## config.mk

```make
export PLATFORM = sky130hd
export DESIGN_NAME = pcs_unit
export DESIGN_NICKNAME = d
export VERILOG_FILES = /design/src/rtl/pcs_pkg.sv /design/src/rtl/pcs_cfg.sv /design/src/rtl/pcs_match.sv /design/src/rtl/pcs_timer.sv /design/src/rtl/pcs_unit.sv
export SDC_FILE = /design/constraint.sdc
export NUM_CORES = 1
export LEC_CHECK = 0
export ABC_AREA = 1
export BUFFER_PORTS_ARGS = -buffer_cell sky130_fd_sc_hd__buf_2
export CAP_MARGIN = 20
export CORE_UTILIZATION = 58
export DETAILED_ROUTE_END_ITERATION = 8
export PLACE_DENSITY = 0.83
export SYNTH_ARGS = -nofsm -noshare
export SYNTH_HDL_FRONTEND = slang
export SYNTH_SLANG_ARGS = --single-unit
```

## constraint.sdc

```tcl
create_clock -name clk -period 2.4 [get_ports clk]
set_input_delay 0.24 -clock clk [delete_from_list [all_inputs] [get_ports clk]]
set_output_delay 0.24 -clock clk [all_outputs]
set_load 0.02 [all_outputs]
```

## src/rtl/pcs_pkg.sv

```systemverilog
package pcs_pkg;
  localparam int CODE_W = 3;
  localparam int WAIT_W = 4;

  // Map a wait code to a wait count; ext_ok enables the non-linear upper codes.
  function automatic logic [WAIT_W-1:0] ws_map(input logic [CODE_W-1:0] code,
                                               input logic ext_ok);
    logic [WAIT_W-1:0] w;
    if (!code[2]) w = {2'b00, code[1:0]};
    else if (!ext_ok) w = 4'd3;
    else begin
      case (code[1:0])
        2'd0:    w = 4'd5;
        2'd1:    w = 4'd7;
        2'd2:    w = 4'd9;
        default: w = 4'd15;
      endcase
    end
    return w;
  endfunction
endpackage

```

## src/rtl/pcs_cfg.sv

```systemverilog
module pcs_cfg
  import pcs_pkg::*;
#(
  parameter int BASE_W    = 9,
  parameter int SEL_BITS  = 3,
  parameter int HOLE      = 4,
  parameter int EXT_SLOTS = 4,
  parameter int LIVE_MAX  = 6,
  localparam int NSLOT    = 1 << SEL_BITS
) (
  input  logic                    clk,
  input  logic                    rst_n,
  input  logic                    base_we,
  input  logic [BASE_W-1:0]       base_val,
  input  logic                    base_io,
  input  logic                    ws_we,
  input  logic [SEL_BITS-1:0]     ws_idx,
  input  logic [CODE_W-1:0]       ws_code,
  output logic [BASE_W-1:0]       base_q,
  output logic                    io_q,
  output logic                    armed,
  output logic [NSLOT*WAIT_W-1:0] wait_tab
);
  always_ff @(posedge clk or negedge rst_n) begin
    if (!rst_n) begin
      base_q <= '0;
      io_q   <= 1'b0;
      armed  <= 1'b0;
    end else if (base_we) begin
      base_q <= base_val;
      io_q   <= base_io;
      armed  <= 1'b1;
    end
  end

  for (genvar k = 0; k < NSLOT; k++) begin : g_slot
    if (k == HOLE || k > LIVE_MAX) begin : g_absent
      assign wait_tab[k*WAIT_W +: WAIT_W] = '0;
    end else begin : g_live
      logic [CODE_W-1:0] code_q;
      always_ff @(posedge clk or negedge rst_n) begin
        if (!rst_n) code_q <= '0;
        else if (ws_we && ws_idx == SEL_BITS'(k)) code_q <= ws_code;
      end
      assign wait_tab[k*WAIT_W +: WAIT_W] = ws_map(code_q, k < EXT_SLOTS);
    end
  end

  // the block stays disarmed until the base is written.
  a_r2_arm_on_write: assert property (@(posedge clk) disable iff (!rst_n)
    (!armed && !base_we) |=> !armed);
endmodule

```

## src/rtl/pcs_match.sv

```systemverilog
module pcs_match #(
  parameter int ADDR_W   = 20,
  parameter int IO_W     = 16,
  parameter int SLICE_LSB = 8,
  parameter int SEL_BITS = 3,
  parameter int HOLE     = 4,
  parameter int LIVE_MAX = 6,
  localparam int NSLOT   = 1 << SEL_BITS,
  localparam int BLK_LSB = SLICE_LSB + SEL_BITS,
  localparam int BASE_W  = ADDR_W - BLK_LSB,
  localparam int IOB_W   = IO_W - BLK_LSB
) (
  input  logic [ADDR_W-1:0]   addr,
  input  logic                io_cycle,
  input  logic                armed,
  input  logic [BASE_W-1:0]   base_q,
  input  logic                io_q,
  output logic                hit,
  output logic [SEL_BITS-1:0] slice,
  output logic [NSLOT-1:0]    sel_oh
);
  logic in_win;

  assign slice = addr[BLK_LSB-1:SLICE_LSB];

  always_comb begin
    if (io_q) in_win = addr[IO_W-1:BLK_LSB] == base_q[IOB_W-1:0];
    else      in_win = addr[ADDR_W-1:BLK_LSB] == base_q;
  end

  for (genvar k = 0; k < NSLOT; k++) begin : g_oh
    if (k == HOLE || k > LIVE_MAX) begin : g_none
      assign sel_oh[k] = 1'b0;
    end else begin : g_sel
      assign sel_oh[k] = slice == SEL_BITS'(k);
    end
  end

  assign hit = armed && (io_cycle == io_q) && in_win && (|sel_oh);
endmodule

```

## src/rtl/pcs_timer.sv

```systemverilog
module pcs_timer
  import pcs_pkg::*;
#(
  parameter int NSLOT = 8
) (
  input  logic              clk,
  input  logic              rst_n,
  input  logic              start,
  input  logic [NSLOT-1:0]  sel_oh,
  input  logic [WAIT_W-1:0] wait_val,
  output logic [NSLOT-1:0]  pcs_n,
  output logic              ready,
  output logic [WAIT_W-1:0] wait_cnt,
  output logic              busy
);
  logic [NSLOT-1:0]  sel_q;
  logic [WAIT_W-1:0] cnt_q;
  logic [WAIT_W-1:0] wq;

  always_ff @(posedge clk or negedge rst_n) begin
    if (!rst_n) begin
      busy  <= 1'b0;
      sel_q <= '0;
      cnt_q <= '0;
      wq    <= '0;
    end else if (!busy) begin
      if (start) begin
        busy  <= 1'b1;
        sel_q <= sel_oh;
        cnt_q <= wait_val;
        wq    <= wait_val;
      end
    end else if (cnt_q == '0) begin
      busy  <= 1'b0;
      sel_q <= '0;
    end else begin
      cnt_q <= cnt_q - 1'b1;
    end
  end

  assign pcs_n    = ~sel_q;
  assign ready    = busy && (cnt_q == '0);
  assign wait_cnt = busy ? wq : '0;

  // at most one select low at a time.
  a_r1_onehot: assert property (@(posedge clk) disable iff (!rst_n)
    $onehot0(~pcs_n));
  // the select is released right after ready.
  a_r6_release: assert property (@(posedge clk) disable iff (!rst_n)
    ready |=> (&pcs_n));
  // the select is held steady until ready.
  a_r6_hold: assert property (@(posedge clk) disable iff (!rst_n)
    (busy && !ready) |=> ($stable(pcs_n) && !(&pcs_n)));
  // the wait count of a running cycle does not change.
  a_r11_no_restart: assert property (@(posedge clk) disable iff (!rst_n)
    (busy && !ready) |=> $stable(wait_cnt));
  // no wait count is shown while idle.
  a_r10_idle_zero: assert property (@(posedge clk) disable iff (!rst_n)
    (&pcs_n) |-> (wait_cnt == '0));
endmodule

```

## src/rtl/pcs_unit.sv

```systemverilog
module pcs_unit
  import pcs_pkg::*;
#(
  parameter int ADDR_W    = 20,
  parameter int IO_W      = 16,
  parameter int SLICE_LSB = 8,
  parameter int SEL_BITS  = 3,
  parameter int HOLE      = 4,
  parameter int EXT_SLOTS = 4,
  parameter int LIVE_MAX  = 6,
  localparam int NSLOT    = 1 << SEL_BITS,
  localparam int BASE_W   = ADDR_W - SLICE_LSB - SEL_BITS
) (
  input  logic                clk,
  input  logic                rst_n,
  input  logic [ADDR_W-1:0]   addr,
  input  logic                io_cycle,
  input  logic                cyc_start,
  input  logic                base_we,
  input  logic [BASE_W-1:0]   base_val,
  input  logic                base_io,
  input  logic                ws_we,
  input  logic [SEL_BITS-1:0] ws_idx,
  input  logic [CODE_W-1:0]   ws_code,
  output logic [NSLOT-1:0]    pcs_n,
  output logic                ready,
  output logic [WAIT_W-1:0]   wait_cnt
);
  logic [BASE_W-1:0]       base_q;
  logic                    io_q;
  logic                    armed;
  logic [NSLOT*WAIT_W-1:0] wait_tab;
  logic                    hit;
  logic [SEL_BITS-1:0]     slice;
  logic [NSLOT-1:0]        sel_oh;
  logic                    busy;
  logic                    start;

  pcs_cfg #(.BASE_W(BASE_W), .SEL_BITS(SEL_BITS), .HOLE(HOLE),
            .EXT_SLOTS(EXT_SLOTS), .LIVE_MAX(LIVE_MAX)) u_cfg (
    .clk(clk), .rst_n(rst_n), .base_we(base_we), .base_val(base_val),
    .base_io(base_io), .ws_we(ws_we), .ws_idx(ws_idx), .ws_code(ws_code),
    .base_q(base_q), .io_q(io_q), .armed(armed), .wait_tab(wait_tab));

  pcs_match #(.ADDR_W(ADDR_W), .IO_W(IO_W), .SLICE_LSB(SLICE_LSB),
              .SEL_BITS(SEL_BITS), .HOLE(HOLE), .LIVE_MAX(LIVE_MAX)) u_match (
    .addr(addr), .io_cycle(io_cycle), .armed(armed), .base_q(base_q),
    .io_q(io_q), .hit(hit), .slice(slice), .sel_oh(sel_oh));

  assign start = cyc_start && hit;

  pcs_timer #(.NSLOT(NSLOT)) u_timer (
    .clk(clk), .rst_n(rst_n), .start(start), .sel_oh(sel_oh),
    .wait_val(wait_tab[slice*WAIT_W +: WAIT_W]), .pcs_n(pcs_n),
    .ready(ready), .wait_cnt(wait_cnt), .busy(busy));

  // the missing slice never drives its select.
  a_r1_hole_idle: assert property (@(posedge clk) disable iff (!rst_n)
    pcs_n[HOLE]);
  // nothing asserts before the block is armed.
  a_r2_unarmed: assert property (@(posedge clk) disable iff (!rst_n)
    !armed |-> ((&pcs_n) && !ready));
  // an accepted hit drives a select on the next cycle.
  a_r6_start: assert property (@(posedge clk) disable iff (!rst_n)
    (cyc_start && hit && !busy) |=> !(&pcs_n));
  // a cycle of the wrong space never starts a select.
  a_r5_space: assert property (@(posedge clk) disable iff (!rst_n)
    (cyc_start && (io_cycle != io_q) && !busy) |=> (&pcs_n));
endmodule

```

==> results.md, run 1 <==
Cells and area:
- The ratio of cells with drive above 1 in the final layout is 24.56%.
- The post-layout instance area is 2728 µm².
- The total area of multi-input combinational cells is 1109 µm².
- The area growth from synthesis to layout is 14.08%.
- Counting the fill cells in the layout gives 308.
- The area taken by flip-flops and latches is 1101 µm².
- For this run, the post-layout net count is 384.
- The antenna diode count is 0.

Die:
- After floorplanning, the core was sized to cover 3799 µm².
- The floorplan die width is 66.21 µm.
- 55 I/O pins were placed.
- The area of the die is 4383 µm².
- The number of standard-cell rows in the floorplan is 22.
- The floorplan step set the die height to 66.21 µm.
- The effective utilization at floorplan is 62.94%.

Synth:
- The average footprint of a synthesized cell is 8.133 µm².
- In the post-synthesis netlist, the cell with the most instances is sky130_fd_sc_hd__nand2_1.
- During synthesis, Yosys emitted a total of 0 warnings.
- By area the synthesized netlist is led by sky130_fd_sc_hd__dfrtp_1, sky130_fd_sc_hd__nand2_1, sky130_fd_sc_hd__o21ai_0.
- The netlist uses 33 different library cells.
- The synthesized design spends more area on one cell type than any other, namely sky130_fd_sc_hd__dfrtp_1.
- The portion of the post-synthesis area used by sequential elements is 46.05%.
- The cell count after synthesis came out at 294.
- The most common flop cell mapped by yosys is sky130_fd_sc_hd__dfrtp_1.
- The cell area after synthesis is 2391 µm².
- The post-synthesis register bit count is 44.
- The share of Yosys cell area claimed by the top area cell type is 46.05%.
- By count the netlist is led by sky130_fd_sc_hd__nand2_1, sky130_fd_sc_hd__dfrtp_1, sky130_fd_sc_hd__inv_1, sky130_fd_sc_hd__o21ai_0.
- The number of synthesized flops with an enable pin is 0.
- The async set-reset flop share out of synthesis is 100.0%.

Worst setup path:
- The setup path with the least slack is of type flop to primary output.
- The worst setup path is captured at a primary output.
- Measured in cells, the most critical reg-to-reg path has a length of 7.
- Data arrives at the worst endpoint at 1.59 ns.
- The signal on the critical path passes through clkinv_8, nor3_1, buf_2.
- STA puts the critical path data required time at 2.16 ns.
- The critical path launch point type is a flop.
- The slowest stage of the critical path belongs to the cell sky130_fd_sc_hd__dfrtp_1.
- Along the worst path, the maximum fanout reaches 10.
- In this design, the stage delay of the slowest critical-path cell is 0.62 ns.

STA:
- The worst path uses 76.24% of the clock period.
- Setup slack on the critical path of the routed design comes to 0.5702 ns.
- For this run, the top clock speed supported by timing is 546.5 MHz.
- The final sum of negative setup slack is 0 ns.
- The worst hold slack is 0.08832 ns.
- The worst path needs 1.830 ns of the cycle, external delays included.
- Setup repair after global routing left no endpoint under its margin.
- The transition time at the pin with the least slew margin is 0.9664 ns.
- The max-slew violation total from the final report is 0.
- The max-slew headroom at the worst pin is 35.57%.
- The total of endpoints with negative setup slack in the final report is 0.
- Across the routed clock network, the largest skew measured is 0.004153 ns.
- The final hold violation count was 0.

Routing:
- In the routed layout, each cell is associated on average with a via count of 5.295.
- In the final routed layout, each cell accounts on average for 12.29 µm.
- Wire segments on met2 add up to 2290 µm in the final route.
- The vias after detailed routing is 2065.
- The number of nets with antenna violations after detailed routing is 0.
- In the routed design, unresolved DRC markers number 0.
- In the detailed route, the total length drawn on met3 is 275 µm.
- The detailed-router iteration count before antenna repair is 5.
- The top layer used by detailed routing is met4.
- The post-route met1 wirelength is 2145 µm.
- The detailed router finished its first iteration with 116 violations.
- The routed design has 4795 µm of wire.

Power and ir drop:
- The switching power is 515.6 µW.
- For this design the ratio of total power to cell area is 625.9 nW/µm².
- Of the total power, the share spent switching nets is 30.20%.
- The worst-case IR drop observed on VDD is 0.0004980 V.
- The design internal power is 1192 µW.
- The total design power is 1707 µW.
- The sequential fraction of design power is 52.8%.
- The part of the power in the clock network is 28.5%.
- The proportion of power drawn by combinational gates is 18.7%.
- Summed over all cells, the static leakage comes to 0.001435 µW.

Global route:
- The overall global routing resource usage is 25.02%.
- The global-route congestion overflow total is 0.
- The number of antenna violations at the first check in global routing is 0.
- Entering global routing, the biggest net connects 45 pins.
- The first global-routing pass estimated 8066 µm of wire.
- The via count of the first global-routing pass is 1892.

Hold path:
- The path type of the worst min-delay path is input port to async pin.

Flow run:
- Max-cap violations in this run came to 0.

Clocking:
- The register clock-pin slew on the reported worst setup and hold paths is 0.08 ns.
- The number of clock sinks seen by CTS is 44.
- The buffer cell driving the clock tree root is sky130_fd_sc_hd__clkbuf_8.
- Post-CTS timing repair inserted 0 buffers for setup.
- The count of cells resized by post-cts repair is 0.
- For the worst-skew pair, the clock arrives at the later sink with an insertion delay of 0.30 ns.
- The cts-stage hold buffer count is 0.
- Counting the buffers created by CTS gives 5.
- Counting along the longest clock path gives a buffer depth of 2.
- TritonCTS built the clock tree.
- The number of H-tree branching levels is 2.

Placed design:
- Port buffering added 44 buffers.
- At the end of routability-driven placement, the weighted congestion stood at 0.8536.
- The HPWL reported at the end of detailed placement is 3646 µm.
- The worst slack after detailed placement is 0.7929 ns.
- Once placement finished, the instance area stood at 2634 µm².

Outcome:
- The run finished with clean final reports.
-- cell type report --
class	count	area share, %
multi-input cells	211	40.64
well taps	48	2.202
flip-flops and latches	44	40.37
clock inverters	1	0.2752
clock buffers	7	3.165
inverters	35	5.275
repair buffers	44	8.073
-- critical path, delay by kind of cell, from the launching register on --
family,cells,cell delay (ns)
AND/OR/NAND/NOR,1,0.31
buffers and inverters,2,0.36
flip-flops,1,0.62
-- flip-flops by register name (all words and copies together), names as in the netlist --
name                        count
u_cfg.g_slot.g_live.code_q     18
u_cfg.io_q                      1
u_timer.wq                      4
u_timer.busy                    1
u_timer.cnt_q                   4
u_cfg.armed                     1
u_cfg.base_q                    9
u_timer.sel_q                   6
-- per-stage QoR --
| step | cells | util, % |
|---|---|---|
| CTS | 390 | 71.80 |
| finish | 390 | 71.80 |
| floorplan | 295 | - |
| global route | 390 | 71.80 |
| detailed placement | 382 | 69.33 |
| global placement | 382 | 69.33 |
-- power by group through the flow --
stage	registers (µW)	logic (µW)	clock network, µW
after floorplan	891	228	0
after global placement	907	305	0
after detailed placement	913	319	0
after CTS	899	321	488
after global routing	913	366	520
final	902	319	487
-- layout by cell type (no fill, tap or decap), types with 3 or more instances in the layout --
master	count
sky130_fd_sc_hd__a21oi_1	5
sky130_fd_sc_hd__buf_2	44
sky130_fd_sc_hd__clkbuf_8	6
sky130_fd_sc_hd__dfrtp_1	44
sky130_fd_sc_hd__inv_1	27
sky130_fd_sc_hd__inv_2	6
sky130_fd_sc_hd__mux2_2	9
sky130_fd_sc_hd__nand2_1	93
sky130_fd_sc_hd__nand2_2	3
sky130_fd_sc_hd__nand3_1	17
sky130_fd_sc_hd__nor2_1	17
sky130_fd_sc_hd__nor3_1	3
sky130_fd_sc_hd__o211ai_1	3
sky130_fd_sc_hd__o21ai_0	26
sky130_fd_sc_hd__o21ai_1	5
sky130_fd_sc_hd__or2_2	3
sky130_fd_sc_hd__xnor2_1	4
sky130_fd_sc_hd__xor2_1	6
-- layer usage --
layer / vias to the layer above / track usage, %
met2: 65 / 41.96
met4: 0 / 10.37
met3: 9 / 5.862
li1: 1032 / -
met1: 959 / 30.79
met5: - / 0
-- worst paths after layout --
kind / start / to / slack [ns]
min in group clk: base_io / u_cfg.io_q / 0.15
min: rst_n / u_timer.cnt_q[2] / 0.09
max in group asynchronous: rst_n / u_cfg.g_slot[3].g_live.code_q[1] / 1.72
max: u_timer.busy / ready / 0.57
max reg2reg: u_timer.cnt_q[0] / u_timer.cnt_q[3] / 0.76
min reg2reg: u_timer.wq[2] / u_timer.wq[2] / 0.49
-- cell families after synthesis --
| logic type | after synthesis | synth area share, % |
|---|---|---|
| mux | 9 | 4.239 |
| xor+xnor | 10 | 3.663 |
| buf+inv | 40 | 7.744 |
| other cells | 1 | 0.1568 |
| fa+ha+maj | 1 | 0.5232 |
| flops | 44 | 46.05 |
| compound gates | 43 | 9.785 |
| simple gates | 146 | 27.84 |
No activity file was read; power rests on OpenSTA's default activity.
==> run 2, diff against run 1 <==
ABC_AREA = 0   (was 1)
CORE_UTILIZATION = 53   (was 58)
PLACE_DENSITY = 0.77   (was 0.83)
clock period = 1.7 ns   (was 2.4 ns; I/O delays follow)
==> run 2 against run 1 <==
The flow now finishes with violations (negative setup slack); synthesized cell count down 29%; setup slack worse by 0.59 ns; first-iteration DRC count down 36%; register-to-register slack worse by 0.78 ns; count of clock-buffer cells in the layout up 1; critical path type is now flop to flop; critical endpoint is now u_timer.cnt_q[2]; largest power group unchanged.
==> results.md, run 2 <==
Routing:
- The number of nets with antenna violations after detailed routing is 0 (unchanged).
- The iteration-0 DRC count of the detailed router was 74 (-36%).
- The post-detailed-routing wire length came to 4709 µm (-1.8%).
- The per-cell routed wire length came to 14.67 µm (+19%).
- The detailed-route vias per instance is 5.536 (+4.6%).
- The total DRC errors in the routed layout was 0 (unchanged).
- The vias after detailed routing is 1777 (-14%).
- The detailed-router iteration count before antenna repair is 4 (-1).

Synth:
- The async set-reset flop share out of synthesis is 100.0% (unchanged).
- The dominant cell by count in the synthesized netlist is sky130_fd_sc_hd__dfrtp_1.
- The portion of the post-synthesis area used by sequential elements came to 48.22% (+2.2 points).
- The post-synthesis register bit count was 44 (unchanged).
- The number of instances in the synthesized netlist is 210 (-29%).
- The commonest cells after synthesis are sky130_fd_sc_hd__dfrtp_1, sky130_fd_sc_hd__mux2_2, sky130_fd_sc_hd__nand2_1, sky130_fd_sc_hd__inv_1, sky130_fd_sc_hd__nor2_1.
- The total of warnings raised by yosys came to 0 (unchanged).
- The cell area after synthesis is 2283 µm² (-4.5%).
- The largest total area in the synthesized netlist belongs to sky130_fd_sc_hd__dfrtp_1.
- For this run, the leading register cell type out of synthesis is sky130_fd_sc_hd__dfrtp_1.
- The post-synthesis cell type count is 46 (+39%).
- The share of Yosys cell area claimed by the top area cell type is 48.22% (+2.2 points).
- By area the synthesized netlist is led by sky130_fd_sc_hd__dfrtp_1, sky130_fd_sc_hd__mux2_2, sky130_fd_sc_hd__nand2_1.
- The average footprint of a synthesized cell is 10.87 µm² (+34%).
- The number of synthesized flops with an enable pin came to 0 (unchanged).

Global route:
- The global routing usage on met2 is 35.64% (-6.3 points).
- The via count of the first global-routing pass is 1580 (-16%).
- The layer flagged by global routing as most heavily used is met2.
- The first-pass GRT wire length is 7217 µm (-11%).
- The global-route congestion overflow total is 0 (unchanged).
- The fraction of met3 tracks used by global routing came to 5.405% (-0.46 points).
- The met1 usage was 26.94% (-3.8 points).
- The largest net degree at the start of global routing was 20 (-56%).
- The overall global routing resource usage came to 21.66% (-3.4 points).
- The number of antenna violations at the first check in global routing is 0 (unchanged).

STA:
- The total of endpoints with negative setup slack in the final report is 3 (+3).
- The share of the clock period used by the worst path is 101.0%.
- The maximum clock frequency is 582.6 MHz.
- The final clock skew came to 0.006665 ns (+0.002512 ns).
- The smallest clock period supported by the final layout is computed as 1.716 ns.
- The final hold violation count is 0 (unchanged).
- The final sum of negative setup slack is -0.03285 ns (-0.03285 ns).
- The max-slew violation total from the final report came to 0 (unchanged).
- The minimum setup slack in the final design is -0.01637 ns (-0.5865 ns).
- The max-slew headroom at the worst pin came to 67.02% (+31 points).
- The transition time at the pin with the least slew margin is 0.4909 ns (-0.4756 ns).
- Setup repair after global routing could not meet its margin everywhere.

Power and ir drop:
- The maximum vdd ir drop is 0.0006258 V (+26%).
- The total design power was 2569 µW (+50%).
- The leakage power came to 0.001303 µW (-9.2%).
- The total power divided by cell area was 899.2 nW/µm² (+44%).

Placed design:
- The worst slack after detailed placement is -0.07614 ns (-0.8691 ns).
- The final weighted congestion in routability-driven placement came to 0.8036 (-5.9%).
- The number of port buffers came to 44 (unchanged).
- The total instance count after detailed placement is 311 (-19%).
- The HPWL reported at the end of detailed placement is 3483 µm (-4.5%).

Clocking:
- The buffer cell driving the clock tree root is sky130_fd_sc_hd__clkbuf_8.
- TritonCTS built the clock tree.
- The number of clock sinks seen by CTS came to 44 (unchanged).
- The maximum number of buffers from clock root to sink is 2 (unchanged).
- The insertion delay of the later-clocked pin in the worst-skew pair is 0.29 ns (about the same).
- The number of buffers added by the clock tree synthesis step is 5 (unchanged).
- The number of H-tree branching levels is 2 (unchanged).
- The register clock-pin slew on the reported worst setup and hold paths was 0.08 ns (about the same).

Die:
- The top-level port count came to 55 (unchanged).
- The floorplan die width is 67.64 µm (+2.2%).
- The area inside the core boundary was 4058 µm² (+6.8%).
- The effective utilization at floorplan came to 56.28% (-6.7 points).
- The number of standard-cell rows in the floorplan is 23 (+4.5%).
- The area of the die came to 4575 µm² (+4.4%).
- The die span in y is 67.64 µm (+2.2%).

Worst setup path:
- The setup slack of the most critical reg-to-reg path is -0.02 ns (-0.78 ns).
- The data required time of the worst path is 1.92 ns (-0.24 ns).
- The worst-path maximum fanout is 7 (-3).
- The buffers plus inverters on the worst setup path was 1 (-1).
- The kind of cell with the highest combined delay on the critical path is simple AND/OR/NAND/NOR gates.
- The worst register-to-register path begins at u_cfg.base_q[0].
- STA classifies the critical path startpoint as a flop.
- The signal on the critical path passes through xor2_2, nor4_4, nand4_1, buf_6, a211o_1, a32oi_1.
- The critical path arrival came to 1.93 ns (+0.34 ns).
- The worst-case reg-to-reg path depth is 6 (-1).
- The cell depth of the worst setup path is 6 (+3).
- The endpoint identified for the worst register-to-register timing path is u_timer.cnt_q[2].
- The longest individual stage delay on the worst path is 0.41 ns (-0.21 ns).
- The worst setup path is captured at a flop.
- The critical path is of the flop to flop type.
- The master of the slowest instance on the critical path is sky130_fd_sc_hd__dfrtp_1.

Hold path:
- The startpoint identified for the worst hold timing path is base_val[1].
- The worst hold path passes through 2 cells.
- The path class of the tightest hold or removal check is input port to flop.
- The path with the worst hold slack has its endpoint at u_cfg.base_q[1].

Cells and area:
- Compared with the post-synthesis result, the final layout area differs by 25.10%.
- The number of nets at the end of the flow is 313 (-18%).
- The antenna diode count came to 0 (unchanged).
- The fill cell instance count of the final layout is 321 (+4.2%).
- The number of cells in the finished layout apart from fillers is 321 (-18%).
- The register with the most flip-flops in the final layout is u_cfg.g_slot.g_live.code_q.
- The flip-flop count of the largest register, all copies and words added is 18 (unchanged).
- The ratio of cells with drive above 1 in the final layout is 41.70% (+17 points).
- Leaving out fill and tap cells, the most frequent cells in the layout are sky130_fd_sc_hd__dfrtp_1, sky130_fd_sc_hd__buf_2, sky130_fd_sc_hd__mux2_2.
- Leaving out fill and tap cells, the most frequent cell in the layout is sky130_fd_sc_hd__dfrtp_1.
- The largest registers in the layout are u_cfg.g_slot.g_live.code_q x18, u_cfg.base_q x9, u_timer.sel_q x6.

Outcome:
- The checks that failed: negative setup slack.
- The run finished, with violations left.

Flow run:
- The max-capacitance violation count was 0 (unchanged).
-- run 2: changes by cell type in the layout (fill, tap and decap cells not counted), sizes merged, moves of 4 or more --
cell    change
nand2b      +8
mux2       +21
o21ai      -31
inv        -20
nand2      -81
nor4        +4
and2        +4
buf        +16
nand3      -14
nor2       -11
-- run 2: what timing repair did --
| item | CTS | global route |
|---|---|---|
| setup buffers | 1 | 0 |
| hold buffers | 1 | 0 |
| endpoints found under the setup margin | 10 | 11 |
| pin swaps | 8 | 1 |
| hold endpoints to repair | 9 | 0 |
| gates resized for setup | 7 | 15 |
-- run 2: power by group --
| group | switching (µW) | leakage, µW | total [µW] | internal [µW] |
|---|---|---|---|---|
| Sequential | 131 | 0.000550 | 1320 | 1190 |
| Combinational | 259 | 0.000708 | 586 | 327 |
| Clock | 328 | 0.0000455 | 660 | 331 |
| Total | 718 | 0.00130 | 2570 | 1850 |
-- run 2: cell families after synthesis --
group           Yosys count  synth area share (%)
buf+inv                  22                 4.274
compound gates           30                 9.699
other cells               1                0.1642
fa+ha+maj                 1                0.5479
xor+xnor                 11                 4.219
simple gates             70                 17.64
flops                    44                 48.22
mux                      31                 15.23
-- run 2: cell type report --
| type | count | area, µm² | share of cell area, % |
|---|---|---|---|
| clock buffers | 8 | 90.09 | 3.154 |
| inverters | 13 | 48.80 | 1.708 |
| multi-input cells | 145 | 1190 | 41.66 |
| flip-flops and latches | 44 | 1101 | 38.55 |
| well taps | 50 | 62.56 | 2.190 |
| repair buffers | 61 | 364.1 | 12.75 |
-- run 2: worst max path at each step --
stage | start | endpoint | slack [ns]
after floorplan | u_timer.cnt_q[0] | u_timer.sel_q[1] | 0.04
after global placement | u_cfg.base_q[0] | u_timer.cnt_q[0] | -0.05
after detailed placement | u_cfg.base_q[0] | u_timer.cnt_q[0] | -0.08
after CTS | u_cfg.base_q[0] | u_timer.cnt_q[2] | -0.009
after global routing | u_cfg.base_q[0] | u_timer.cnt_q[2] | -0.12
final | u_cfg.base_q[0] | u_timer.cnt_q[2] | -0.02
-- run 2: per-layer routing --
metal	share of wire [%]	routed length [µm]
met3	4.0	187
met2	50	2377
met5	0	0
met1	44	2078
met4	1.4	66
-- run 2: metrics by stage --
stage	cell area (µm²)	hold slack [ns]	utilization (%)
finish	2856	0.1073	70.40
CTS	2781	0.1001	68.55
floorplan	2287	-0.1256	-
global placement	2634	0.04752	64.91
detailed placement	2634	0.04813	64.91
global route	2856	0.09989	70.40
